### src/rtl/vts_pkg.sv
package vts_pkg;

  typedef enum logic [1:0] {
    HR_EAV    = 2'd0,
    HR_BLANK  = 2'd1,
    HR_SAV    = 2'd2,
    HR_ACTIVE = 2'd3
  } hreg_e;

  typedef enum logic [1:0] {
    VR_F2_BLANK  = 2'd0,
    VR_F1_BLANK  = 2'd1,
    VR_F1_ACTIVE = 2'd2,
    VR_F2_ACTIVE = 2'd3
  } vreg_e;

  localparam logic [7:0] CLIP_LO = 8'h10;
  localparam logic [7:0] CLIP_HI = 8'hF0;

  function automatic logic [7:0] clip8(input logic [7:0] b);
    if (b < CLIP_LO)      return CLIP_LO;
    else if (b > CLIP_HI) return CLIP_HI;
    else                  return b;
  endfunction

  // Fourth byte of a timing reference word, with protection bits.
  function automatic logic [7:0] ref_xy(input hreg_e h, input vreg_e v);
    logic hb, fb, vb;
    hb = (h == HR_EAV);
    case (v)
      VR_F2_BLANK:  begin fb = 1'b1; vb = 1'b1; end
      VR_F1_BLANK:  begin fb = 1'b0; vb = 1'b1; end
      VR_F1_ACTIVE: begin fb = 1'b0; vb = 1'b0; end
      default:      begin fb = 1'b1; vb = 1'b0; end
    endcase
    return {1'b1, fb, vb, hb, vb ^ hb, fb ^ hb, fb ^ vb, fb ^ vb ^ hb};
  endfunction

endpackage

### src/rtl/vts_counters.sv
module vts_counters #(
  parameter int H_TOTAL = 430,
  parameter int V_TOTAL = 525,
  localparam int HW = $clog2(H_TOTAL),
  localparam int VW = $clog2(V_TOTAL)
) (
  input  logic          clk,
  input  logic          rst_n,
  input  logic          run,
  output logic [1:0]    phase,
  output logic [HW-1:0] hcnt,
  output logic [VW-1:0] vcnt
);
  localparam logic [HW-1:0] H_LAST = HW'(H_TOTAL - 1);
  localparam logic [VW-1:0] V_LAST = VW'(V_TOTAL - 1);

  always_ff @(posedge clk or negedge rst_n) begin
    if (!rst_n) begin
      phase <= '0;
      hcnt  <= '0;
      vcnt  <= '0;
    end else if (!run) begin
      phase <= '0;
      hcnt  <= '0;
      vcnt  <= '0;
    end else begin
      phase <= phase + 2'd1;
      if (phase == 2'd3) begin
        if (hcnt == H_LAST) begin
          hcnt <= '0;
          vcnt <= (vcnt == V_LAST) ? '0 : vcnt + 1'b1;
        end else begin
          hcnt <= hcnt + 1'b1;
        end
      end
    end
  end
endmodule

### src/rtl/vts_region.sv
module vts_region
  import vts_pkg::*;
#(
  parameter int H_TOTAL        = 430,
  parameter int H_SAV_POS      = 68,
  parameter int H_ACT_LAST     = 428,
  parameter int V_TOTAL        = 525,
  parameter int V_BLK_A_LAST   = 2,
  parameter int V_BLK_B_LAST   = 8,
  parameter int V_ACT_ODD_LAST = 262,
  parameter int V_BLK_C_LAST   = 264,
  parameter int V_BLK_D_LAST   = 271,
  localparam int HW = $clog2(H_TOTAL),
  localparam int VW = $clog2(V_TOTAL)
) (
  input  logic [HW-1:0] hcnt,
  input  logic [VW-1:0] vcnt,
  output hreg_e         hreg,
  output vreg_e         vreg,
  output logic          pix_req,
  output logic [VW:0]   pix_line,
  output logic [HW-1:0] pix_col
);
  localparam logic [HW-1:0] H_SAV  = HW'(H_SAV_POS);
  localparam logic [HW-1:0] H_ACT0 = HW'(H_SAV_POS + 1);
  localparam logic [HW-1:0] H_ACTL = HW'(H_ACT_LAST);
  localparam logic [VW-1:0] V_A    = VW'(V_BLK_A_LAST);
  localparam logic [VW-1:0] V_B    = VW'(V_BLK_B_LAST);
  localparam logic [VW-1:0] V_ODD  = VW'(V_ACT_ODD_LAST);
  localparam logic [VW-1:0] V_C    = VW'(V_BLK_C_LAST);
  localparam logic [VW-1:0] V_D    = VW'(V_BLK_D_LAST);
  localparam logic [VW-1:0] V_F1_0 = VW'(V_BLK_B_LAST + 1);
  localparam logic [VW-1:0] V_F2_0 = VW'(V_BLK_D_LAST + 1);

  always_comb begin
    if (hcnt == '0)                          hreg = HR_EAV;
    else if (hcnt == H_SAV)                  hreg = HR_SAV;
    else if (hcnt >= H_ACT0 && hcnt <= H_ACTL) hreg = HR_ACTIVE;
    else                                     hreg = HR_BLANK;
  end

  always_comb begin
    if (vcnt <= V_A)        vreg = VR_F2_BLANK;
    else if (vcnt <= V_B)   vreg = VR_F1_BLANK;
    else if (vcnt <= V_ODD) vreg = VR_F1_ACTIVE;
    else if (vcnt <= V_C)   vreg = VR_F1_BLANK;
    else if (vcnt <= V_D)   vreg = VR_F2_BLANK;
    else                    vreg = VR_F2_ACTIVE;
  end

  always_comb begin
    pix_req  = 1'b0;
    pix_line = '0;
    pix_col  = '0;
    if (hreg == HR_ACTIVE &&
        (vreg == VR_F1_ACTIVE || vreg == VR_F2_ACTIVE)) begin
      pix_req = 1'b1;
      pix_col = hcnt - H_ACT0;
      if (vreg == VR_F1_ACTIVE) pix_line = {vcnt - V_F1_0, 1'b0};
      else                      pix_line = {vcnt - V_F2_0, 1'b1};
    end
  end
endmodule

### src/rtl/vts_word_sel.sv
module vts_word_sel
  import vts_pkg::*;
(
  input  hreg_e        hreg,
  input  vreg_e        vreg,
  input  logic [31:0]  pix_word,
  output logic [31:0]  word_out
);
  logic [31:0] clipped;

  for (genvar i = 0; i < 4; i++) begin : g_clip
    assign clipped[8*i +: 8] = clip8(pix_word[8*i +: 8]);
  end

  always_comb begin
    if (hreg == HR_EAV || hreg == HR_SAV)
      word_out = {ref_xy(hreg, vreg), 8'h00, 8'h00, 8'hFF};
    else if (hreg == HR_ACTIVE &&
             (vreg == VR_F1_ACTIVE || vreg == VR_F2_ACTIVE))
      word_out = clipped;
    else
      word_out = {8'h10, 8'h80, 8'h10, 8'h80};
  end
endmodule

### src/rtl/vid_timing_serializer.sv
module vid_timing_serializer
  import vts_pkg::*;
#(
  parameter int H_TOTAL        = 430,
  parameter int H_SAV_POS      = 68,
  parameter int H_ACT_LAST     = 428,
  parameter int V_TOTAL        = 525,
  parameter int V_BLK_A_LAST   = 2,
  parameter int V_BLK_B_LAST   = 8,
  parameter int V_ACT_ODD_LAST = 262,
  parameter int V_BLK_C_LAST   = 264,
  parameter int V_BLK_D_LAST   = 271,
  localparam int HW = $clog2(H_TOTAL),
  localparam int VW = $clog2(V_TOTAL)
) (
  input  logic          clk,
  input  logic          rst_n,
  input  logic          start,
  input  logic [31:0]   pix_word,
  output logic          pix_req,
  output logic [VW:0]   pix_line,
  output logic [HW-1:0] pix_col,
  output logic [9:0]    vid_out
);
  logic [1:0]    phase;
  logic [HW-1:0] hcnt;
  logic [VW-1:0] vcnt;
  hreg_e         hreg;
  vreg_e         vreg;
  logic [31:0]   next_word;
  logic [31:0]   hold;

  vts_counters #(.H_TOTAL(H_TOTAL), .V_TOTAL(V_TOTAL)) u_cnt (
    .clk(clk), .rst_n(rst_n), .run(start),
    .phase(phase), .hcnt(hcnt), .vcnt(vcnt)
  );

  vts_region #(
    .H_TOTAL(H_TOTAL), .H_SAV_POS(H_SAV_POS), .H_ACT_LAST(H_ACT_LAST),
    .V_TOTAL(V_TOTAL), .V_BLK_A_LAST(V_BLK_A_LAST),
    .V_BLK_B_LAST(V_BLK_B_LAST), .V_ACT_ODD_LAST(V_ACT_ODD_LAST),
    .V_BLK_C_LAST(V_BLK_C_LAST), .V_BLK_D_LAST(V_BLK_D_LAST)
  ) u_region (
    .hcnt(hcnt), .vcnt(vcnt), .hreg(hreg), .vreg(vreg),
    .pix_req(pix_req), .pix_line(pix_line), .pix_col(pix_col)
  );

  vts_word_sel u_sel (
    .hreg(hreg), .vreg(vreg), .pix_word(pix_word), .word_out(next_word)
  );

  always_ff @(posedge clk or negedge rst_n) begin
    if (!rst_n)              hold <= '0;
    else if (!start)         hold <= '0;
    else if (phase == 2'd3)  hold <= next_word;
  end

  assign vid_out = {hold[{phase, 3'b000} +: 8], 2'b00};
endmodule

### config.mk
export PLATFORM = sky130hd
export DESIGN_NAME = vid_timing_serializer
export DESIGN_NICKNAME = d
export VERILOG_FILES = /design/src/rtl/vts_pkg.sv /design/src/rtl/vts_counters.sv /design/src/rtl/vts_region.sv /design/src/rtl/vts_word_sel.sv /design/src/rtl/vid_timing_serializer.sv
export SDC_FILE = /design/constraint.sdc
export NUM_CORES = 1
export LEC_CHECK = 0
export ABC_AREA = 1
export BUFFER_PORTS_ARGS = -buffer_cell sky130_fd_sc_hd__buf_4
export CAP_MARGIN = 40
export CELL_PAD_IN_SITES_DETAIL_PLACEMENT = 0
export CELL_PAD_IN_SITES_GLOBAL_PLACEMENT = 1
export CORE_MARGIN = 3
export CORE_UTILIZATION = 45
export DETAILED_ROUTE_END_ITERATION = 16
export PLACE_DENSITY_LB_ADDON = 0.1
export SYNTH_ARGS = -nofsm -noshare
export SYNTH_HDL_FRONTEND = slang
export SYNTH_HIERARCHICAL = 1
export SYNTH_SLANG_ARGS = --single-unit
### constraint.sdc
create_clock -name clk -period 8.2 [get_ports clk]
set_input_delay 0.82 -clock clk [delete_from_list [all_inputs] [get_ports clk]]
set_output_delay 0.82 -clock clk [all_outputs]
set_load 0.03 [all_outputs]
* Yosys cells after proc, flatten, opt, wreduce, memory -nomap -nowiden
Index checks and enable logic that the tools add are counted.
Storage, ports and cells: register bits 53, latch bits 0, RAM bits 0, bits in read-only memories 0, input port bits 35, output and inout bits 31, logic and storage cells 87, memories 0
Operators by class: add/subtract/negate cells 6, $mul 0, div/mod/pow operators 0, order comparisons 15, eq/ne operators 11, shifts and indexed selects 1, muxes and demuxes 36, bitwise gates (word level) 4, reductions and logical operators 10
Operator list (count):
- 32-bit two-way mux | 4
- 8-bit two-way mux | 8
- 10-bit two-way mux | 4
- 9-bit two-way mux | 4
- 8-bit greater-than comparator, second input constant | 4
- 8-bit by 5-bit < comparator with 1-bit output, second input constant | 4
- 32-bit by 6-bit indexed part select with 8-bit output | 1
- 10-bit by 9-bit less-or-equal comparator with 1-bit output, second input constant | 3
- 11-bit two-way mux | 2
- 2-bit two-way mux | 9
- 10-bit by 1-bit adder with 10-bit output, second input constant | 1
- 10-bit equality test, second input constant | 1
- 2-bit equality test, second input constant | 5
- 10-bit by 2-bit less-or-equal comparator with 1-bit output, second input constant | 1
- 10-bit by 4-bit less-or-equal comparator with 1-bit output, second input constant | 1
- 10-bit by 4-bit subtractor with 10-bit output, second input constant | 1
- 10-bit by 9-bit subtractor with 10-bit output, second input constant | 1
- 9-bit by 1-bit adder with 9-bit output, second input constant | 1
- 9-bit by 7-bit equality test with 1-bit output, second input constant | 1
- 9-bit equality test, second input constant | 1
- 9-bit by 7-bit >= comparator with 1-bit output, second input constant | 1
- 9-bit less-or-equal comparator, second input constant | 1
- 9-bit zero test | 1
- 9-bit by 7-bit subtractor with 9-bit output, second input constant | 1
- other kinds (10) | 22

* Logic depth before layout (Yosys ltp)
Gate-level depths: netlist of run 1.
depth in word-level cells 15, gate-level depth with buffers 20, gate-level depth less buffers 20

* Hierarchy
The synthesis of run 1 kept the hierarchy.
By module, submodules not included:
- vid_timing_serializer | instances 1, cells an instance 240, area each 1756.7 um^2, sequential area each 800.8 um^2
- vts_counters | instances 1, cells an instance 172, area each 1298.7 um^2, sequential area each 525.5 um^2
- vts_region | instances 1, cells an instance 201, area each 1172.4 um^2, sequential area each 0.0 um^2
- vts_word_sel | instances 1, cells an instance 144, area each 623.1 um^2, sequential area each 0.0 um^2

* Worst setup path before layout of run 1
Ideal clock, no wire load.
path type flip-flop to output port, from reg u_cnt.hcnt[0], to out pix_col[3], data arrival time 2.226 ns, required time 7.380 ns, path slack 5.154 ns, cell stages (with the launch flop) 12, buffers on the path 0, cells stage by stage dfrtp_1 > inv_1 > ha_1 > inv_1 > nor2_1 > nand2_1 > nor2_1 > nor2_1 > nand3_1 > nor2_8 > inv_2 > a21oi_1
Between the ends: elaborated cells on any way between the ends 12, classes of those cells add/sub: 1; order compare: 2; eq/ne: 2; mux: 4; reduce/logical: 3
RTL lines:
- start, declared | RTL line vts_counters.sv:11 | output logic [HW-1:0] hcnt,
- start signal, assigned | RTL line vts_counters.sv:33 | hcnt <= hcnt + 1'b1;
- 9-bit by 7-bit equality test with 1-bit output | RTL line vts_region.sv:37 | else if (hcnt == H_SAV) hreg = HR_SAV;
- 2-bit two-way mux | RTL line vts_region.sv:37
- 2-bit two-way mux (*) | RTL line vts_region.sv:36 | if (hcnt == '0) hreg = HR_EAV;
- named net hreg[0] | RTL line vid_timing_serializer.sv:28 | hreg_e hreg;
- 2-bit equality test (*) | RTL line vts_region.sv:55 | if (hreg == HR_ACTIVE &&
- 1-bit logical AND (*) | RTL line vts_region.sv:55
- 9-bit two-way mux (*) | RTL line vts_region.sv:55
- end, declared | RTL line vid_timing_serializer.sv:22 | output logic [HW-1:0] pix_col,
The timed path passes the listed nets; every way through them passes the cells marked *.

* Worst setup path in the final report of run 1
from reg u_cnt.hcnt[0], to out pix_line[5]
Between the ends: elaborated cells on any way between the ends 11, classes of those cells order compare: 2; eq/ne: 2; mux: 4; reduce/logical: 3
RTL lines:
- 9-bit by 7-bit equality test with 1-bit output | RTL line vts_region.sv:37
- 2-bit two-way mux | RTL line vts_region.sv:37
- 2-bit two-way mux (*) | RTL line vts_region.sv:36
- named net hreg[0] | RTL line vid_timing_serializer.sv:28
- 2-bit equality test (*) | RTL line vts_region.sv:55
- 1-bit logical AND (*) | RTL line vts_region.sv:55
- 11-bit two-way mux (*) | RTL line vts_region.sv:55
- end, declared | RTL line vid_timing_serializer.sv:21 | output logic [VW:0] pix_line,
Marked as above.

==> summary.md, run 1 <==
| Metric | Value |
|---|---|
| Min-Delay Path Depth | 2 |
| Post-CTS Setup Repair Bufs | 0 |
| CP max FO | 16 |
| Yosys reg bits | 53 |
| Register-to-Register Path Depth | 15 |
| Commonest non-fill, non-tap cell in the layout | nand2_1 |
| Clk_lat worst skew | 0.31 ns |
| Unrepaired setup endpoints after global routing | no |
| Slowest-stage cell, CP | dfrtp_1 |
| CP max stage delay | 0.48 ns |
| Final net count | 852 |
| Post-Route WL | 11.8 mm |
| Status | complete, no violations |
| Root Driver | clkbuf_8 |
| Largest net degree at the start of global routing | 75 |
| Gr ovfl total | 0 |
| Area grow syn2layout | 10.9% |
| Port bufs | 63 |
| R2R Path End | hold[12] |
| ANT nets after route | 0 |
| Post-Synthesis Cell Area | 4850 µm² |
| Total GRT Usage | 0.202 |
| WHS | 0.516 ns |
| Initial antenna violation count | 0 |
| Core area | 10400 µm² |
| Die Ht | 110 µm |
| Crit end category | output pin |
| Buffer depth of the longest clock path | 2 |
| Static leakage | 2.84 nW |
| Worst r2r src | u_cnt/vcnt[5] |
| Vias per cell | 4.89 |
| Layout fillers | 1090 |
| Resized Gates After CTS | 0 |
| Pwr Density | 147 nW/µm² |
| CP cell instances | inv_1, ha_1, inv_1, nor2_1, nand2_1, nor2_1, nor2_1, buf_4, nand3_1, nor2_8, inv_2, a21oi_1, buf_4 |
| Critical Path RT | 7.38 ns |
| CTS H-tree depth | 2 |
| Endpoints failing setup | 0 |
| Antenna Cells | 0 |
| Initial detailed-routing violation count | 249 |
| Detailed Place HPWL | 9.10 mm |
| TritonCTS Buffers | 5 |
| Total Power | 0.000791 W |
| CTS sink count | 53 |
| Most frequent cells in the layout | nand2_1, inv_1, nand3_1 |
| Residual DRC | 0 |
| Clock Pin Slew Worst Setup and Hold Paths | 0.10 ns |
| Max IR drop VDD | 0.108 mV |
| First-pass GRT wire length | 19.9 mm |
| Die footprint | 12100 µm² |
| Post-CTS Hold Buffers | 0 |
| Yosys warnings | 6 |
| # IOs | 66 |
| Gpl congestion | 0.880 |
| Die Wd | 110 µm |
| Hold Path End | hold[22] |
| Cell variety after synth | 42 |
| HP Start | hold[22] |
| Fin cells | 939 |
| Final min period | 3.58 ns |
| Hold Vio Cnt, Final | 0 |
| Worst setup margin | 4.62 ns |
| Post-synthesis sequential area ratio | 0.273 |
| Clock Skews | 0.00690 ns |
| CP most frequent cell | nor2_1 |
| Routed via count | 4594 |
| Layout cells sized above 1 | 0.169 |
| First-pass detailed-route iteration total | 5 |
| Rows | 37 |
| Routed wire per std cell | 12.6 µm |
| Number of global-route vias before repair | 4310 |
| Max-cap violation count | 0 |
| Post-synthesis instance total | 757 |
| Post-Syn Area per Cell | 6.41 µm² |
| Area of the multi-input gates | 2880 µm² |
| Peak Freq | 280 MHz |
| Setup slack at placement | 4.44 ns |
| R2R setup slack | 4.85 ns |
| Slew @ Worst Pin | 0.777 ns |
| Slew Limit Fails | 0 |
| CP Data Arrival Time | 2.76 ns |
| Cells after DPL | 930 |
| Hold Crit Class | reg -> reg |
| Crit path launch type | register |
| FF/Latch Area | 1330 µm² |
| Slew margin rel. | 0.482 |
| Initial core utilization | 0.466 |
| Part of the cycle the worst path needs | 0.436 |
| CP Class | reg -> out |
| TritonCTS clock tree | built |
| Setup TNS | 0 ns |
## kinds of logic (layout without fill, tap and decap cells)
| group | Yosys count | in the layout | share of synthesized area |
|---|---|---|---|
| and+or+nand+nor | 467 | 467 | 0.443 |
| xor gates and xnor gates | 19 | 19 | 0.0343 |
| muxes | 1 | 1 | 0.00206 |
| AOI/OAI and AO/OA | 62 | 62 | 0.0733 |
| buffers and inverters | 139 | 184 | 0.134 |
| adders and majority gates | 15 | 15 | 0.0387 |
| DFF | 53 | 53 | 0.273 |
| other | 1 | 2 | 0.000773 |
## metal layers
| metal | vias to the layer above | track usage | part of all wire |
|---|---|---|---|
| met3 | 9 | 0.0270 | 0.033 |
| met1 | 2087 | 0.274 | 0.45 |
| met4 | 0 | 0.0383 | 0.0079 |
| li1 | 2434 | - | - |
| met2 | 64 | 0.347 | 0.51 |
| met5 | - | 0 | 0 |
## registers in the layout, summed over array words and instances (netlist names)
name,cells
u_cnt/phase,2
u_cnt/vcnt,10
u_cnt/hcnt,9
hold,32
## worst max-delay path by stage
stage | endpoint | depth (start not counted) | startpoint
2_1_floorplan | pix_col[3] | 11 | u_cnt/hcnt[0]
3_3_place_gp | pix_line[5] | 12 | u_cnt/hcnt[0]
3_5_place_dp | pix_line[5] | 12 | u_cnt/hcnt[0]
4_1_cts | pix_line[5] | 12 | u_cnt/hcnt[0]
5_1_grt | pix_line[5] | 13 | u_cnt/hcnt[0]
6_report | pix_line[5] | 13 | u_cnt/hcnt[0]
## cell type report
type | count | area share
Clock buffer | 6 | 0.0154
Clock inverter | 2 | 0.00256
Inverter | 112 | 0.0796
Multi-Input combinational cell | 566 | 0.535
Sequential cell | 53 | 0.247
Tap cell | 136 | 0.0316
Timing Repair Buffer | 64 | 0.0893
## metrics by stage
stage / area [µm²] / util
6_report: 5380 / 0.516
4_1_cts: 5370 / 0.516
2_1_floorplan: 4850 / -
3_3_place_gp: 5270 / 0.506
3_5_place_dp: 5270 / 0.506
5_1_grt: 5380 / 0.516
## Yosys cell counts (all sizes together)
library cell,n,share of area
a21boi,1,0.0015
a21oi,13,0.017
a22oi,1,0.0015
buf,26,0.045
clkbuf,1,0.00077
conb,1,0.00077
dfrtp,53,0.27
ha,15,0.039
inv,112,0.088
mux2i,1,0.0021
nand2,232,0.20
nand3,105,0.12
nand3b,1,0.0015
nand4,7,0.010
nor2,116,0.11
nor3,4,0.0041
o21a,1,0.0015
o21ai,41,0.045
o21bai,4,0.0062
o22ai,1,0.0013
or2,2,0.0026
xnor2,3,0.0054
xor2,16,0.029
## worst max-delay path: cells and delay by family, from the launching register on
kind / cells / cell delay (ns)
adder cells (fa/ha/maj): 1 / 0.20
AO/OA/AOI/OAI: 1 / 0.16
buffers and inverters: 5 / 0.74
flip-flops: 1 / 0.48
AND/OR/NAND/NOR: 6 / 0.86
## report_power, final
part	switching [W]	internal (W)
logic	0.000216	0.000117
registers	0.0000251	0.000274
clock network	0.0000901	0.0000687
total	0.000331	0.000460
Power figures use the tool's default switching activity.
==> run 2: changes to the inputs <==
- CORE_UTILIZATION: 45 -> 41
- clock period: 8.2 -> 3.52 ns (I/O delays scaled with it)
==> run 2 against run 1 <==
Net effect:
- clock skew rose by 0.0021 ns
- via count fell by 1.4%
- total power rose to 2.6 times the previous value
- sequential share of layout area fell by 0.38 points
- combinational power rose by 130%
- global-route usage fell by 1.8 points
- die area rose by 9.2%
==> summary.md, run 2 (synthesized netlist as in run 1, its figures left out) <==
| Metric | Value |
|---|---|
| CTS H-tree depth | 2 |
| Clock Pin Slew Worst Setup and Hold Paths | 0.07 ns |
| Largest net degree at the start of global routing | 75 |
| Final net count | 852 |
| Post-CTS Setup Repair Bufs | 0 |
| Hold Crit Class | in -> async |
| WL met1 | 5.28 mm |
| Routed met3 length | 312 µm |
| # IOs | 66 |
| WHS | 0.0693 ns |
| Setup TNS | 0 ns |
| Gpl congestion | 0.842 |
| Buffer depth of the longest clock path | 2 |
| Top reg by flops | hold |
| Max IR drop VDD | 0.284 mV |
| Residual DRC | 0 |
| Rows | 39 |
| Initial detailed-routing violation count | 244 |
| CP max FO | 10 |
| Clk_lat worst skew | 0.30 ns |
| Initial core utilization | 0.423 |
| Antenna Cells | 0 |
| Status | complete, no violations |
| Routed wire per std cell | 12.3 µm |
| TritonCTS clock tree | built |
| Gr ovfl total | 0 |
| Peak Freq | 329 MHz |
| Core area | 11500 µm² |
| Crit path to | hold[12] |
| Max-cap violation count | 0 |
| Total Power | 0.00204 W |
| Crit path launch | u_cnt/vcnt[5] |
| CP Data Arrival Time | 3.25 ns |
| ANT nets after route | 0 |
| Max reg flops | 32 |
| Clock Skews | 0.00895 ns |
| First-pass GRT wire length | 20.1 mm |
| R2R setup slack | 0.48 ns |
| Number of global-route vias before repair | 4345 |
| Worst setup margin | 0.479 ns |
| Most frequent cells in the layout | nand2_1, inv_1, nand3_1 |
| Endpoints failing setup | 0 |
| Unrepaired setup endpoints after global routing | no |
| First-pass detailed-route iteration total | 5 |
| Slew margin rel. | 0.499 |
| Static leakage | 2.87 nW |
| Crit end category | register |
| Highest routed metal layer | met4 |
| Initial antenna violation count | 0 |
| Commonest non-fill, non-tap cell in the layout | nand2_1 |
| TritonCTS Buffers | 5 |
| Total GRT Usage | 0.184 |
| Routed via count | 4530 |
| Detailed Place HPWL | 9.01 mm |
| Area grow syn2layout | 12.6% |
| Root Driver | clkbuf_16 |
| Final min period | 3.04 ns |
| WL met2 | 5.96 mm |
| Vias per cell | 4.79 |
| Die Wd | 115 µm |
| Worst r2r src | u_cnt/vcnt[5] |
| Die footprint | 13200 µm² |
| Critical Path RT | 3.73 ns |
| Setup slack at placement | 0.351 ns |
| Post-CTS Hold Buffers | 0 |
| Top Registers | hold x32, u_cnt/vcnt x10, u_cnt/hcnt x9 |
| Slew Limit Fails | 0 |
| Die Ht | 115 µm |
| Register-to-Register Path Depth | 15 |
| Layout cells sized above 1 | 0.169 |
| Design area | 5460 µm² |
| Post-Route WL | 11.6 mm |
| Part of the cycle the worst path needs | 0.864 |
| Placed inst area | 5290 µm² |
| CP Class | reg -> reg |
| Slew @ Worst Pin | 0.751 ns |
| Port bufs | 63 |
| Crit path launch type | register |
| Pwr Density | 373 nW/µm² |
| R2R Path End | hold[12] |
| Hold Vio Cnt, Final | 0 |
| CTS sink count | 53 |
-- run 2: cell types whose count changed in the layout (fill, tap and decap cells not counted) --
cell | previous run | this run
clkbuf_8 | 6 | 0
nor3_1 | 4 | 3
clkbuf_1 | 0 | 1
nor3_2 | 0 | 1
clkinv_2 | 1 | 0
bufinv_16 | 0 | 1
clkbuf_16 | 0 | 5
-- run 2: per-layer routing --
metal,vias to the layer above,global-route usage
li1,2447,-
met1,2032,0.238
met2,45,0.331
met3,6,0.0258
met4,0,0.0329
met5,-,0
-- run 2: worst min path at each step --
| stage | from | to | depth (start not counted) |
|---|---|---|---|
| final | rst_n | hold[17] | 1 |
| after floorplan | rst_n | hold[0] | 0 |
| after global routing | rst_n | hold[17] | 1 |
| after CTS | rst_n | hold[17] | 1 |
| after detailed placement | rst_n | hold[17] | 1 |
| after global placement | rst_n | hold[17] | 1 |
-- run 2: final cells by class --
type / instances / area [µm²]
Fill cell: 1227 / 6000
Multi-Input combinational cell: 566 / 2880
Sequential cell: 53 / 1330
Clock buffer: 6 / 129
Tap cell: 143 / 179
Timing Repair Buffer: 64 / 480
Inverter: 112 / 428
Clock inverter: 2 / 38.8
-- run 2: worst max-delay path, stage by stage (launching register included) --
cell     delay (ns)
dfrtp_1        0.47
inv_1          0.18
ha_1           0.28
nand2_1        0.11
nor3_2         0.32
a21oi_4        0.11
a22oi_1        0.30
inv_1          0.11
ha_1           0.21
nor2_1         0.22
nor2_1         0.13
inv_1          0.12
nor2_1         0.05
a21oi_1        0.12
nand2_1        0.06
o21ai_0        0.16
-- run 2: power by group --
part | switching (W) | internal [W]
Combinational | 0.000499 | 0.000276
Clock | 0.000228 | 0.000338
Sequential | 0.0000584 | 0.000639
Total | 0.000785 | 0.00125
-- run 2: timing repair --
action,in CTS,in global routing
endpoints found under the setup margin,0,1
hold endpoints to repair,0,0
resized for setup,0,1
-- run 2: per-stage QoR --
stage,instances,util
after global routing,946,0.476
after floorplan,758,-
final,946,0.476
after detailed placement,938,0.461
after CTS,946,0.476
after global placement,938,0.461
